==> config.mk <==
export PLATFORM = sky130hd
export DESIGN_NAME = npc_unit
export DESIGN_NICKNAME = d
export VERILOG_FILES = /design/src/rtl/npc_pkg.sv /design/src/rtl/npc_target_calc.sv /design/src/rtl/npc_link_gen.sv /design/src/rtl/npc_slot_fsm.sv /design/src/rtl/npc_unit.sv
export SDC_FILE = /design/constraint.sdc
export NUM_CORES = 1
export LEC_CHECK = 0
export BUFFER_PORTS_ARGS = -buffer_cell sky130_fd_sc_hd__buf_2
export CAP_MARGIN = 20
export CORE_ASPECT_RATIO = 0.9
export CORE_UTILIZATION = 41
export CTS_CLUSTER_SIZE = 14
export DETAILED_ROUTE_END_ITERATION = 10
export PLACE_DENSITY = 0.71
export SLEW_MARGIN = 20
export SYNTH_ARGS = -nofsm -noshare
export SYNTH_HDL_FRONTEND = slang
export SYNTH_SLANG_ARGS = --single-unit
==> constraint.sdc <==
create_clock -name clk -period 4.8 [get_ports clk]
set_clock_uncertainty 0.1 [all_clocks]
set_input_delay 0.96 -clock clk [delete_from_list [all_inputs] [get_ports clk]]
set_output_delay 0.96 -clock clk [all_outputs]
set_load 0.02 [all_outputs]
==> src/rtl/npc_pkg.sv <==
package npc_pkg;

    typedef enum logic [2:0] {
        CLS_NONE  = 3'd0,
        CLS_BR    = 3'd1,
        CLS_BRL   = 3'd2,
        CLS_J     = 3'd3,
        CLS_JAL   = 3'd4,
        CLS_JR    = 3'd5,
        CLS_JALR  = 3'd6,
        CLS_RSVD  = 3'd7
    } xfer_cls_e;

    typedef enum logic {
        ST_IDLE = 1'b0,
        ST_SLOT = 1'b1
    } slot_state_e;

    function automatic logic is_xfer(input logic [2:0] c);
        logic r;
        unique case (c)
            CLS_BR, CLS_BRL, CLS_J, CLS_JAL, CLS_JR, CLS_JALR: r = 1'b1;
            default:                                          r = 1'b0;
        endcase
        return r;
    endfunction

endpackage

==> src/rtl/npc_target_calc.sv <==
module npc_target_calc
    import npc_pkg::*;
#(
    parameter int AW    = 32,
    parameter int OFF_W = 16,
    parameter int IDX_W = 26
) (
    input  logic [2:0]       cls,
    input  logic [AW-1:0]    pc,
    input  logic             cond,
    input  logic [OFF_W-1:0] br_off,
    input  logic [IDX_W-1:0] jmp_idx,
    input  logic [AW-1:0]    reg_tgt,
    output logic [AW-1:0]    slot_pc,
    output logic [AW-1:0]    next_pc,
    output logic             nullify
);
    localparam int SEXT_W = AW - OFF_W - 2;
    localparam int HI_W   = AW - IDX_W - 2;
    localparam logic [AW-1:0] STEP4 = AW'(4);
    localparam logic [AW-1:0] STEP8 = AW'(8);

    logic [AW-1:0] pc_p4;
    logic [AW-1:0] pc_p8;
    logic [AW-1:0] br_disp;
    logic [AW-1:0] br_tgt;
    logic [AW-1:0] jmp_tgt;

    always_comb begin
        pc_p4   = pc + STEP4;
        pc_p8   = pc + STEP8;
        br_disp = {{SEXT_W{br_off[OFF_W-1]}}, br_off, 2'b00};
        br_tgt  = pc_p4 + br_disp;
        jmp_tgt = {pc_p4[AW-1 -: HI_W], jmp_idx, 2'b00};
    end

    always_comb begin
        slot_pc = pc_p4;
        next_pc = pc_p8;
        nullify = 1'b0;
        unique case (cls)
            CLS_BR: begin
                next_pc = cond ? br_tgt : pc_p8;
            end
            CLS_BRL: begin
                next_pc = cond ? br_tgt : pc_p8;
                nullify = ~cond;
            end
            CLS_J, CLS_JAL: begin
                next_pc = jmp_tgt;
            end
            CLS_JR, CLS_JALR: begin
                next_pc = reg_tgt;
            end
            default: begin
                next_pc = pc_p8;
            end
        endcase
    end

endmodule

==> src/rtl/npc_link_gen.sv <==
module npc_link_gen
    import npc_pkg::*;
#(
    parameter int AW       = 32,
    parameter int RN_W     = 5,
    parameter int LINK_REG = 31
) (
    input  logic [2:0]      cls,
    input  logic [AW-1:0]   pc,
    input  logic [RN_W-1:0] link_rd_in,
    output logic            link_we,
    output logic [RN_W-1:0] link_rd,
    output logic [AW-1:0]   link_val
);
    localparam logic [AW-1:0]   STEP8   = AW'(8);
    localparam logic [RN_W-1:0] RA_IDX  = RN_W'(LINK_REG);

    always_comb begin
        link_val = pc + STEP8;
        link_we  = 1'b0;
        link_rd  = '0;
        unique case (cls)
            CLS_JAL: begin
                link_we = 1'b1;
                link_rd = RA_IDX;
            end
            CLS_JALR: begin
                link_we = 1'b1;
                link_rd = link_rd_in;
            end
            default: begin
                link_we = 1'b0;
                link_rd = '0;
            end
        endcase
    end

endmodule

==> src/rtl/npc_slot_fsm.sv <==
module npc_slot_fsm
    import npc_pkg::*;
(
    input  logic clk,
    input  logic rst_n,
    input  logic instr_valid,
    input  logic xfer,
    output logic issue,
    output logic reject,
    output logic pending
);
    slot_state_e state_q;
    slot_state_e state_d;

    always_ff @(posedge clk or negedge rst_n) begin
        if (!rst_n) begin
            state_q <= ST_IDLE;
        end else begin
            state_q <= state_d;
        end
    end

    always_comb begin
        state_d = state_q;
        issue   = 1'b0;
        reject  = 1'b0;
        pending = 1'b0;
        unique case (state_q)
            ST_IDLE: begin
                if (instr_valid && xfer) begin
                    issue   = 1'b1;
                    state_d = ST_SLOT;
                end
            end
            ST_SLOT: begin
                pending = 1'b1;
                if (instr_valid) begin
                    reject  = xfer;
                    state_d = ST_IDLE;
                end
            end
            default: begin
                state_d = ST_IDLE;
            end
        endcase
    end

endmodule

==> src/rtl/npc_unit.sv <==
module npc_unit
    import npc_pkg::*;
#(
    parameter int AW       = 32,
    parameter int OFF_W    = 16,
    parameter int IDX_W    = 26,
    parameter int RN_W     = 5,
    parameter int LINK_REG = 31
) (
    input  logic             clk,
    input  logic             rst_n,
    input  logic             instr_valid,
    input  logic [2:0]       cls,
    input  logic [AW-1:0]    pc,
    input  logic             cond,
    input  logic [OFF_W-1:0] br_off,
    input  logic [IDX_W-1:0] jmp_idx,
    input  logic [AW-1:0]    reg_tgt,
    input  logic [RN_W-1:0]  link_rd_in,
    output logic             res_valid,
    output logic [AW-1:0]    slot_pc,
    output logic [AW-1:0]    next_pc,
    output logic             nullify,
    output logic             link_we,
    output logic [RN_W-1:0]  link_rd,
    output logic [AW-1:0]    link_val,
    output logic             illegal,
    output logic             slot_pending
);
    logic            xfer;
    logic            issue;
    logic            reject;
    logic [AW-1:0]   c_slot;
    logic [AW-1:0]   c_next;
    logic            c_null;
    logic            c_lwe;
    logic [RN_W-1:0] c_lrd;
    logic [AW-1:0]   c_lval;

    assign xfer = is_xfer(cls);

    npc_slot_fsm u_fsm (
        .clk         (clk),
        .rst_n       (rst_n),
        .instr_valid (instr_valid),
        .xfer        (xfer),
        .issue       (issue),
        .reject      (reject),
        .pending     (slot_pending)
    );

    npc_target_calc #(
        .AW    (AW),
        .OFF_W (OFF_W),
        .IDX_W (IDX_W)
    ) u_tgt (
        .cls     (cls),
        .pc      (pc),
        .cond    (cond),
        .br_off  (br_off),
        .jmp_idx (jmp_idx),
        .reg_tgt (reg_tgt),
        .slot_pc (c_slot),
        .next_pc (c_next),
        .nullify (c_null)
    );

    npc_link_gen #(
        .AW       (AW),
        .RN_W     (RN_W),
        .LINK_REG (LINK_REG)
    ) u_link (
        .cls        (cls),
        .pc         (pc),
        .link_rd_in (link_rd_in),
        .link_we    (c_lwe),
        .link_rd    (c_lrd),
        .link_val   (c_lval)
    );

    always_ff @(posedge clk or negedge rst_n) begin
        if (!rst_n) begin
            res_valid <= 1'b0;
            illegal   <= 1'b0;
            slot_pc   <= '0;
            next_pc   <= '0;
            nullify   <= 1'b0;
            link_we   <= 1'b0;
            link_rd   <= '0;
            link_val  <= '0;
        end else begin
            res_valid <= issue;
            illegal   <= reject;
            nullify   <= issue & c_null;
            link_we   <= issue & c_lwe;
            if (issue) begin
                slot_pc  <= c_slot;
                next_pc  <= c_next;
                link_rd  <= c_lrd;
                link_val <= c_lval;
            end
        end
    end

endmodule

==> results.yml, run 1 <==
floorplan:
  start_util: 0.425
  coreArea_um2: 17800
  dieArea_um2: 19100
  die_h_um: 131
  io_pins: 224
  die_x_um: 145
  row_count: 46
sta:
  setup_viol_count_final: 0
  drv_slew: 0
  fin_setup_tns_ns: 0
  timing.final.crit_period_ns: 4.39
  worst_slew_pin_slew_ns: 0.905
  hold_viol_final: 0
  rsz0062_at_grt: "false"
  clock.fmax_ghz: 0.228
  fin_crit_sh: 0.914
  layout_setup_ws_ns: 0.415
  slew-limit-headroom: 0.396
yosys:
  muxShareOfSynthArea: 0.00742
  synth_top_family_by_area: "compound AO/OA/AOI/OAI gates"
  synth.most_common_cell: "nand2_1"
  synth_common_cells: "nand2_1, dfrtp_1, o21ai_0"
  netlist-cell-type-count: 75
  yosysTopAreaCell: "dfrtp_1"
  synth_compound_area_frac: 0.223
  yosys_warnings: 0
  async_flop_share: 1.00
  synth_cells: 932
  yosys_register_bits: 104
  synth_area_leaders: "dfrtp_1, nand2_1, ha_1"
  syn_avg_cell_area_um2: 8.14
  synth_edf_count: 0
  synth-simple-area-share: 0.216
  synth_xor_area_frac: 0.0830
  syn_area_um2: 7590
  synthFlopType: "dfrtp_1"
  yosysSeqAreaShare: 0.343
  synth_fa_ha_area_frac: 0.0795
  mappedNetlistNets: 1088
  synth_top_area_share: 0.343
clocking:
  postCtsResizedCells: 0
  cts.sinks: 104
  htreeDepth: 3
  cts_post_setup_buffers_inserted: 0
  clk_pin_slew_ns: 0.08
  cts_root_buffer: "clkbuf_16"
  cts_tree: "yes"
  clock_latency_ns: 0.36
  cts_max_path_buffers: 2
  cts_made_buffers: 9
  holdBufCountCts: 0
global_route:
  grt_use_total: 0.275
  grt_start_max_net_pins: 71
  antenna_found_initial: 0
  gr-total-overflow: 0
  grt_pass1_wl_um: 40200
  grt_pass1_vias: 7076
drt:
  avgRoutedWirePerCell_um: 19.2
  drt-total-wl_um: 26500
  drtAntennaViolNets: 0
  viasPerCell: 5.63
  dr_total_vias: 7740
  wl_met3_um: 2010
  firstDrtPassIters: 6
  drcViolationCount: 0
  highest_layer: "met4"
  drt_iter0_markers: 612
  route.met2.wl_um: 11700
  met1_length_um: 12300
worst_setup_path:
  critPathKind: "input pin to register"
  required_ns: 4.97
  cp_data_arrival_time_ns: 4.56
  crit_path_max_incr_delay_ns: 0.44
  slowest_stage: "ha_1"
  cp_max_fo: 6
  reg2reg_setup_slack_ns: 2.24
  path_cells: "buf_2 > ha_1 > and3_1 > nand3_1 > nor2_4 > and3_2 > nand2_1 > xnor2_1 > ha_1 > nand2_1 > o21ai_0 > a31o_2 > a31oi_1 > o21ai_0 > o21ai_0 > and4b_1 > nor3_1"
  critPathLaunchType: "input pin"
  end_kind: "register"
  cpMostUsedCell: "o21ai_0"
finish:
  final_nets: 1287
  stdcell_area_um2: 9260
  areaGrowthSynthToFinish_pct: 22.1
  layout-drive-gt1-share: 0.260
  diodes: 0
place:
  place_congestion: 0.948
  io_buffers: 223
  placed_cell_area_um2: 8950
  hpwl_um: 21200
  dp_slack_ns: 0.128
power_and_ir_drop:
  switching_share: 0.418
  power_frac_clock: 0.230
  power.total_w: 0.00331
  vdd_ir_drop_max_mv: 0.215
  p_comb_frac: 0.405
  p_leak_nw: 4.41
  power.share.sequential: 0.365
  power.density_nw_per_um2: 357
  p_sw_w: 0.00138
  p_int_w: 0.00193
hold_path:
  hold_path_class: "register to register"
status:
  status: "complete, no violations"
run:
  maxCapViolCount: 0
## cell type report
type	instances	area (um^2)
inverters	29	109
fillers	1752	8580
clock buffers	9	225
clock inverters	7	86.3
well taps	240	300
multi-input cells	740	4630
repair buffers	247	1310
flip-flops and latches	104	2600
## layout by cell type (no fill, tap or decap), types with 3 or more instances in the layout
cell type / instances
xor2_1: 27
buf_2: 222
and2_1: 4
o21bai_1: 3
o21a_1: 8
nor2_1: 46
a21o_1: 15
or3_1: 3
a22oi_1: 10
inv_1: 28
a31oi_1: 13
buf_4: 24
nor4_1: 9
o211ai_2: 3
nand2_1: 197
o211ai_1: 6
nor3_1: 9
or2_2: 4
clkinv_8: 3
o21ai_0: 89
and4_1: 3
nand3_1: 18
xnor2_1: 43
a211oi_1: 3
a41oi_1: 3
o31ai_1: 8
a221oi_1: 14
o221ai_1: 5
dfrtp_1: 104
nand4_1: 19
o22ai_1: 3
maj3_1: 12
and3_1: 7
a21oi_1: 60
nor2b_1: 9
ha_1: 37
a222oi_1: 5
nand2b_1: 4
clkbuf_16: 9
## registers in the layout, summed over array words and instances (netlist names)
register	flops
slot_pc	32
link_we	1
next_pc	32
illegal	1
link_rd	5
link_val	30
res_valid	1
u_fsm.state_q	1
nullify	1
## cells by family after synthesis
| logic type | Yosys count |
|---|---|
| muxes | 5 |
| adders and majority gates | 50 |
| AOI/OAI and AO/OA | 265 |
| and+or+nand+nor | 349 |
| xor gates and xnor gates | 71 |
| DFF | 104 |
| buffers and inverters | 88 |
## power groups by stage
stage                     Clock, W  Sequential, W  Combinational, W
after floorplan                  0        0.00149          0.000549
after global placement           0        0.00122           0.00133
after detailed placement         0        0.00123           0.00133
after CTS                 0.000779        0.00121           0.00134
after global routing      0.000809        0.00124           0.00146
final                     0.000760        0.00121           0.00134
## through the flow
stage          instances   util  hold WS (ns)
3_5_place_dp        1360  0.502         0.359
3_3_place_gp        1360  0.502         0.355
4_1_cts             1376  0.519         0.378
6_report            1376  0.519         0.374
2_1_floorplan        932      -         0.481
5_1_grt             1376  0.519         0.399
## routing by layer
layer,up-vias,global-route usage
li1,3714,-
met5,-,0
met1,3656,0.396
met4,0,0.0731
met2,340,0.424
met3,30,0.0500
## worst max-delay path: cells and delay by family
family	cells	cell delay, ns
fa+ha+maj	2	0.66
buf+inv	1	0.14
simple gates	8	1.58
compound gates	5	1.03
xor+xnor	1	0.17
## final timing paths
kind                          startpoint           to  depth (start not counted)
setup / recovery                   pc[3]  next_pc[31]                         17
hold / removal               slot_pc[12]  slot_pc[12]                          2
setup reg to reg           u_fsm.state_q  next_pc[15]                          8
hold reg to reg              slot_pc[12]  slot_pc[12]                          2
max in group asynchronous          rst_n  slot_pc[12]                          2
min in group asynchronous          rst_n   link_rd[3]                          1
(Power assumes the default switching activity.)
==> run 2, diff against run 1 <==
--- a/config.mk
+++ b/config.mk
@@ -5,13 +5,14 @@
 export SDC_FILE = /design/constraint.sdc
 export NUM_CORES = 1
 export LEC_CHECK = 0
+export ABC_AREA = 1
 export BUFFER_PORTS_ARGS = -buffer_cell sky130_fd_sc_hd__buf_2
 export CAP_MARGIN = 20
 export CORE_ASPECT_RATIO = 0.9
 export CORE_UTILIZATION = 41
 export CTS_CLUSTER_SIZE = 14
 export DETAILED_ROUTE_END_ITERATION = 10
-export PLACE_DENSITY = 0.71
+export PLACE_DENSITY = 0.7
 export SLEW_MARGIN = 20
 export SYNTH_ARGS = -nofsm -noshare
 export SYNTH_HDL_FRONTEND = slang
==> run 2 against run 1 <==
  * Total power increased by 2.5%
  * Synthesized cell count increased by 32%
  * Critical endpoint is now next_pc[26]
  * Register-to-register slack improved by 0.73 ns
  * Synthesized area increased by 5.8%
  * Flip-flop and latch count unchanged
==> results.yml, run 2 <==
place:
  dp.cells: 1674
  io_buffers: 223
  place_congestion: 0.970
  dp_slack_ns: 0.229
  hpwl_um: 23100
clocking:
  clk_pin_slew_ns: 0.07
  htreeDepth: 3
  cts_post_setup_buffers_inserted: 0
  clock_latency_ns: 0.35
  postCtsResizedCells: 0
  cts_max_path_buffers: 2
  cts_made_buffers: 9
  cts_tree: "yes"
  cts_root_buffer: "clkbuf_16"
  cts.sinks: 104
  holdBufCountCts: 0
drt:
  met1_length_um: 13000
  wl_met3_um: 1830
  drt-total-wl_um: 28400
  route.met2.wl_um: 12800
  drtAntennaViolNets: 0
  viasPerCell: 5.18
  dr_total_vias: 8770
  drt_iter0_markers: 657
  firstDrtPassIters: 5
  drcViolationCount: 0
  highest_layer: "met4"
  avgRoutedWirePerCell_um: 16.8
run:
  maxCapViolCount: 0
yosys:
  synth_cells: 1229
  yosys_warnings: 0
  muxShareOfSynthArea: 0
  synth_common_cells: "nand2_1, inv_1, dfrtp_1"
  synth-simple-area-share: 0.358
  synth.most_common_cell: "nand2_1"
  yosysTopAreaCell: "dfrtp_1"
  synthFlopType: "dfrtp_1"
  syn_area_um2: 8030
  yosysSeqAreaShare: 0.324
  synth_compound_area_frac: 0.0999
  mappedNetlistNets: 1385
  syn_avg_cell_area_um2: 6.53
  synth_top_family_by_area: "simple AND/OR/NAND/NOR gates"
  synth_top_area_share: 0.324
  synth_area_leaders: "dfrtp_1, nand2_1, inv_1"
  synth_xor_area_frac: 0.0675
  yosys_register_bits: 104
  netlist-cell-type-count: 42
  synth_fa_ha_area_frac: 0.0602
  async_flop_share: 1.00
  synth_edf_count: 0
worst_setup_path:
  r2r-start: "u_fsm.state_q"
  required_ns: 4.95
  critPathLaunchType: "input pin"
  end_kind: "register"
  r2r-end: "next_pc[8]"
  critPathKind: "input pin to register"
  reg2reg_setup_slack_ns: 2.97
  rr_worst_depth: 5
  cp_data_arrival_time_ns: 4.41
  cp_max_fo: 5
hold_path:
  holdPathStages: 2
  hold_path_class: "register to register"
  worstHoldStart: "slot_pc[11]"
  hold_end: "slot_pc[11]"
finish:
  areaGrowthSynthToFinish_pct: 20.3
  final_nets: 1591
  final_common_cell: "nand2_1"
  final_cell_mix: "nand2_1, buf_2, inv_1, dfrtp_1, nor2_1"
  fin_cells: 1693
  reg_top3: "next_pc x32, slot_pc x32, link_val x30"
  layout-drive-gt1-share: 0.180
  fillers: 2008
global_route:
  grt_start_max_net_pins: 94
  grt_use_total: 0.285
  grt_pass1_vias: 8236
  gr-total-overflow: 0
  antenna_found_initial: 4
  grt_pass1_wl_um: 43400
floorplan:
  die_h_um: 135
  start_util: 0.419
  io_pins: 224
  row_count: 48
  coreArea_um2: 19200
  dieArea_um2: 20100
  die_x_um: 150
status:
  status: "complete, no violations"
power_and_ir_drop:
  p_leak_nw: 5.49
  vdd_ir_drop_max_mv: 0.182
  power.total_w: 0.00339
  power.density_nw_per_um2: 351
sta:
  drv_slew: 0
  layout_setup_ws_ns: 0.541
  clock.fmax_ghz: 0.235
  slew-limit-headroom: 0.263
  hold_viol_final: 0
  fin_crit_sh: 0.887
  fin_setup_tns_ns: 0
  worst_slew_pin_slew_ns: 1.10
  rsz0062_at_grt: "false"
  setup_viol_count_final: 0
  timing.final.crit_period_ns: 4.26
[run 2: final cells by class]
cell class                 count  area [um^2]  area share
multi-input combinational    941         4700       0.487
sequential                   104         2600       0.270
timing repair buffer         230         1200       0.124
inverter                     149          561      0.0581
tap                          250          313      0.0324
clock buffer                  11          243      0.0251
clock inverter                 4         27.5     0.00285
antenna                        4         10.0     0.00104
[run 2: metal layers]
metal	track usage	vias to the layer above
li1	-	4293
met1	0.393	4107
met2	0.449	317
met3	0.0355	53
met4	0.118	0
met5	0	-
[run 2: metrics by stage]
step,hold slack (ns),instance area [um^2],util
6_report,0.366,9660,0.504
2_1_floorplan,0.482,8030,-
3_3_place_gp,0.353,9380,0.489
4_1_cts,0.371,9650,0.503
5_1_grt,0.393,9660,0.504
3_5_place_dp,0.354,9380,0.489
[run 2: cells by family (layout without fill, tap and decap cells)]
logic type,after synthesis,in the layout
and+or+nand+nor,709,709
AOI/OAI and AO/OA,133,133
DFF,104,104
adders and majority gates,38,38
other,0,4
xor gates and xnor gates,61,61
buffers and inverters,184,394
[run 2: where the power goes]
group | internal, W | leakage, nW | total (W) | switching, W
logic | 0.000475 | 4.08 | 0.00145 | 0.000974
clock network | 0.000366 | 0.136 | 0.000697 | 0.000332
registers | 0.00112 | 1.27 | 0.00125 | 0.000130
total | 0.00196 | 5.49 | 0.00339 | 0.00144
[run 2: how the worst max path moves through the flow]
stage,from,endpoint,slack [ns],cells after the start
after global routing,pc[3],next_pc[31],0.28,21
final,pc[3],next_pc[26],0.54,19
after global placement,pc[3],next_pc[26],0.22,19
after detailed placement,pc[3],next_pc[26],0.23,19
after CTS,pc[3],next_pc[26],0.60,19
after floorplan,pc[3],next_pc[30],1.27,20
[run 2: critical path: stages]
cell     delay [ns]
buf_2          0.15
ha_1           0.26
nand3_1        0.24
nor2_2         0.24
nand3_1        0.20
or2_1          0.29
xor2_1         0.26
o21ai_1        0.20
ha_1           0.43
nand2_1        0.11
nor2_1         0.22
and2_1         0.19
nand3_1        0.11
nand4_1        0.12
nand3_1        0.11
nand2_1        0.12
nand2_1        0.06
nand2_1        0.06
nand2_1        0.05
